### src/rtl/cond_accum.sv
`timescale 1ns/1ps
module cond_accum #(
  parameter int WIDTH = 8
) (
  input  logic             clk,
  input  logic             rst_n,
  input  logic             tka_valid,
  output logic             tka_ready,
  input  logic             tka_bit,
  input  logic             tkb_valid,
  output logic             tkb_ready,
  input  logic             tkb_bit,
  input  logic             emt_valid,
  output logic             emt_ready,
  input  logic             emt_bit,
  input  logic             opa_valid,
  output logic             opa_ready,
  input  logic [WIDTH-1:0] opa_data,
  input  logic             opb_valid,
  output logic             opb_ready,
  input  logic [WIDTH-1:0] opb_data,
  output logic             res_valid,
  input  logic             res_ready,
  output logic [WIDTH-1:0] res_data
);

  typedef enum logic [1:0] {ST_CTRL, ST_DATA, ST_ADD, ST_SEND} state_t;

  state_t           st;
  logic [2:0]       got_c;
  logic [2:0]       cbits;
  logic [1:0]       got_x;
  logic [WIDTH-1:0] va, vb, acc;

  logic [2:0] cfire;
  logic       afire, bfire, rfire, a_ok, b_ok;

  assign tka_ready = (st == ST_CTRL) && !got_c[0];
  assign tkb_ready = (st == ST_CTRL) && !got_c[1];
  assign emt_ready = (st == ST_CTRL) && !got_c[2];
  assign opa_ready = (st == ST_DATA) && cbits[0] && !got_x[0];
  assign opb_ready = (st == ST_DATA) && cbits[1] && !got_x[1];
  assign res_valid = (st == ST_SEND);
  assign res_data  = acc;

  assign cfire = {emt_valid & emt_ready, tkb_valid & tkb_ready, tka_valid & tka_ready};
  assign afire = opa_valid & opa_ready;
  assign bfire = opb_valid & opb_ready;
  assign rfire = res_valid & res_ready;
  assign a_ok  = !cbits[0] || got_x[0] || afire;
  assign b_ok  = !cbits[1] || got_x[1] || bfire;

  always_ff @(posedge clk) begin
    if (!rst_n) begin
      st    <= ST_CTRL;
      got_c <= '0;
      cbits <= '0;
      got_x <= '0;
      va    <= '0;
      vb    <= '0;
      acc   <= '0;
    end else begin
      case (st)
        ST_CTRL: begin
          if (cfire[0]) cbits[0] <= tka_bit;
          if (cfire[1]) cbits[1] <= tkb_bit;
          if (cfire[2]) cbits[2] <= emt_bit;
          got_c <= got_c | cfire;
          if ((got_c | cfire) == 3'b111) st <= ST_DATA;
        end
        ST_DATA: begin
          if (afire) begin
            va       <= opa_data;
            got_x[0] <= 1'b1;
          end
          if (bfire) begin
            vb       <= opb_data;
            got_x[1] <= 1'b1;
          end
          if (a_ok && b_ok) st <= ST_ADD;
        end
        ST_ADD: begin
          acc   <= acc + va + vb;
          va    <= '0;
          vb    <= '0;
          got_c <= '0;
          got_x <= '0;
          st    <= cbits[2] ? ST_SEND : ST_CTRL;
        end
        default: begin
          if (rfire) st <= ST_CTRL;
        end
      endcase
    end
  end

  a_r8_hold_result: assert property (@(posedge clk) disable iff (!rst_n)
    res_valid && !res_ready |=> res_valid && $stable(res_data));

  a_r7_single_result: assert property (@(posedge clk) disable iff (!rst_n)
    res_valid && res_ready |=> !res_valid);

  a_r5_ctrl_before_data: assert property (@(posedge clk) disable iff (!rst_n)
    (opa_ready || opb_ready) |-> !(tka_ready || tkb_ready || emt_ready));

  a_r6_sum_only_in_add: assert property (@(posedge clk) disable iff (!rst_n)
    (st != ST_ADD) |=> $stable(acc));

  a_r8_no_ctrl_while_sending: assert property (@(posedge clk) disable iff (!rst_n)
    res_valid |-> !(tka_ready || tkb_ready || emt_ready));

endmodule

### config.mk
export PLATFORM = sky130hd
export DESIGN_NAME = cond_accum
export DESIGN_NICKNAME = d
export VERILOG_FILES = /design/src/rtl/cond_accum.sv
export SDC_FILE = /design/constraint.sdc
export NUM_CORES = 1
export LEC_CHECK = 0
export ABC_AREA = 0
export ABC_CLOCK_PERIOD_IN_PS = 2300
export CAP_MARGIN = 10
export CORE_UTILIZATION = 45
export CTS_CLUSTER_SIZE = 16
export DETAILED_ROUTE_END_ITERATION = 7
export PLACE_DENSITY = 0.81
export SLEW_MARGIN = 20
export SYNTH_ARGS = -nofsm -noshare
export SYNTH_HDL_FRONTEND = slang
export SYNTH_SLANG_ARGS = --single-unit
### constraint.sdc
create_clock -name clk -period 2.3 [get_ports clk]
set_input_delay 0.46 -clock clk [delete_from_list [all_inputs] [get_ports clk]]
set_output_delay 0.46 -clock clk [all_outputs]
set_load 0.005 [all_outputs]
==> impl_metrics.csv <==
group,metric,value,unit
finish,diodes,0,
power,power.leakage,0.9733,nW
synthesis,synthDistinctLibCells,38,
clock_network,cts_inserted_buffers,5,
sta,setup_slack,-0.02147,ns
global_routing,gr-total-overflow,0,
floorplan,dieHeight,65.72,um
placement,routabilityCongestion,0.7513,
sta,finalHoldViolCount,0,
placement,placed_cells,281,
synthesis,netlist_instances,193,
sta,rsz0062_at_grt,"true",
critical_path,cp.arrival,2.49,ns
sta,fin_crit_sh,1.009,
sta,worst_pin_slew,0.9240,ns
placement,port_buffers,40,
clock_network,cts_tree,"done",
power,ir_drop,0.4603,mV
floorplan,initial_utilization,0.4844,
outcome,status,"finished with violations",
power,p_per_area,710.8,nW/um2
global_routing,grt_first_pass_wirelength,6.630,mm
synthesis,synth_ff_type,"dfxtp_1",
clock_network,clock_latency,0.28,ns
global_routing,grt_pass1_vias,1502,
synthesis,yosysWarnings,0,
finish,finalNetCount,285,
route,firstDrtPassIters,4,
synthesis,avgSynthCellArea,9.465,um2
clock_network,cts_setup_buffers,0,
route,wire_per_inst,13.43,um
synthesis,syn-cell-area,1827,um2
clock_network,cts.sinks,34,
global_routing,grt_start_max_net_pins,22,
synthesis,async_reset_ff_frac,0,
outcome,violations,"negative setup slack",
route,wl,3.880,mm
critical_path,ff2ff_setup_slack,-0.02,ns
synthesis,synth-edff-count,0,
clock_network,cts_hold_buf,0,
placement,postPlaceCellArea,2320,um2
min_path,hold_class,"flop to flop",
finish,final_common_cell,"clkdlybuf4s50_1",
critical_path,end_kind,"flop",
floorplan,die_width,65.72,um
synthesis,netlist_top_cells_area,"dfxtp_1 37%, nor2b_1 9.6%, fa_1 8.8%, ha_1 6.8%, a22oi_1 6.6%",
route,drc,0,
finish,mostFrequentLayoutCells,"40 x clkdlybuf4s50_1, 32 x dfxtp_1, 26 x nor2b_1",
critical_path,path_class,"flop to flop",
synthesis,synth.top_cell.area_share,0.3726,
critical_path,worstPathMaxFanout,2,
floorplan,dieArea,4318,um2
finish,drive_gt1_frac,0.1203,
synthesis,synth_nets,238,
critical_path,cp-start-kind,"flop",
route,vias,1497,
finish,syn_to_final_growth,33.22,%
finish,instances_no_fill,289,
floorplan,row_count,22,
route,ant_nets,0,
global_routing,antenna_found_initial,0,
clock_network,h-tree-depth,2,
global_routing,grt_use_total,0.2042,
synthesis,ys_seq_area_frac,0.3726,
clock_network,cts_buffer_depth,2,
route,drtIter0Drc,91,
sta,max_freq,0.4308,GHz
sta,relSlewSlack,0.3840,
clock_network,clock-root-buffer,"clkbuf_8",
sta,fin_crit,2.321,ns
sta,finalClockSkew,0.006483,ns
floorplan,coreArea,3771,um2
flow_run,maxCapViolations,0,
critical_path,required,2.47,ns
route,via_per_inst,5.180,
synthesis,synth.largest_area_cell,"dfxtp_1",
floorplan,io_pins,41,
synthesis,synth_seq_cells,34,
sta,slew_viol_final,0,
placement,post-dp-hpwl,2.807,mm
clock_network,clk_pin_slew,0.07,ns
finish,design_area,2434,um2
sta,setup_viol,1,
[routing by layer]
layer,share of wire,wire length [um],GRT usage,vias to the layer above
met4,0.0072,28,0.06522,0
met3,0.039,150,0.05035,2
met2,0.48,1856,0.3380,35
met5,0,0,0,-
met1,0.48,1844,0.2579,707
li1,-,-,-,753
[cells by family after synthesis]
family,after synthesis,synth area share
AO/OA/AOI/OAI,45,0.1740
XOR/XNOR,4,0.01918
adder cells (fa/ha/maj),18,0.1562
buffers and inverters,22,0.04931
flip-flops,34,0.3726
multiplexers,8,0.04452
AND/OR/NAND/NOR,62,0.1843
[report_power, final]
part | total (W) | internal [W] | leakage, nW | switching, W
combinational | 0.000590 | 0.000311 | 0.649 | 0.000279
clock | 0.000452 | 0.000241 | 0.0482 | 0.000210
sequential | 0.000688 | 0.000643 | 0.277 | 0.0000455
total | 0.00173 | 0.00119 | 0.973 | 0.000535
[through the flow]
step / setup WS [ns] / util / setup TNS (ns) / total power (W) / hold WS (ns)
2_1_floorplan: 0.03551 / - / 0 / 0.001026 / 0.4392
3_3_place_gp: 0.01694 / 0.6151 / 0 / 0.001251 / 0.4557
5_1_grt: -0.1323 / 0.6453 / -0.1374 / 0.001845 / 0.5028
6_report: -0.02147 / 0.6453 / -0.02147 / 0.001730 / 0.4632
3_5_place_dp: -0.03053 / 0.6151 / -0.03053 / 0.001260 / 0.4570
4_1_cts: -0.05441 / 0.6400 / -0.05441 / 0.001720 / 0.4655
[registers in the layout, summed over array words and instances (netlist names)]
signal and cells:
st 2, res_data 8, got_x 2, cbits 3
va 8, vb 8, got_c 3
[cells in the mapped netlist (2+ instances only)]
master,instances
fa_1,8
clkbuf_1,8
o211a_1,2
dfxtp_1,34
and3b_1,2
ha_1,10
a21oi_1,11
a22oi_1,16
o22ai_1,2
mux2i_1,7
and3_1,3
inv_1,11
o21ai_1,2
a211oi_1,2
xnor2_1,3
nand2_1,14
o21ai_0,2
nor2b_1,28
nor2_1,9
[layout make-up]
class / count / area (um2)
inverter: 12 / 45.04
multi-input combinational: 137 / 1079
fill: 314 / 1338
sequential: 34 / 683.2
tap: 48 / 60.06
clock buffer: 7 / 86.33
timing repair buffer: 50 / 475.5
clock inverter: 1 / 5.005
[final timing paths]
| path | startpoint | depth (start not counted) | end |
|---|---|---|---|
| hold / removal | cbits[1] | 2 | cbits[1] |
| setup / recovery | res_data[1] | 9 | res_data[7] |
| hold reg to reg | cbits[1] | 2 | cbits[1] |
| setup reg to reg | res_data[1] | 9 | res_data[7] |
[critical path: stages, from the launching register on]
cell and delay (ns):
dfxtp_2 0.33, fa_1 0.54, ha_2 0.18, inv_1 0.05, fa_2 0.37, nor2b_2 0.13
o31a_1 0.14, o22ai_1 0.07, mux2_2 0.28, mux2i_1 0.12
[timing repair]
action | CTS | global route
gates resized for setup | 1 | 6
hold endpoints to repair | 0 | 0
setup endpoints to repair | 2 | 3
pin swaps | 1 | 0
No activity file was read; power rests on OpenSTA's default activity.
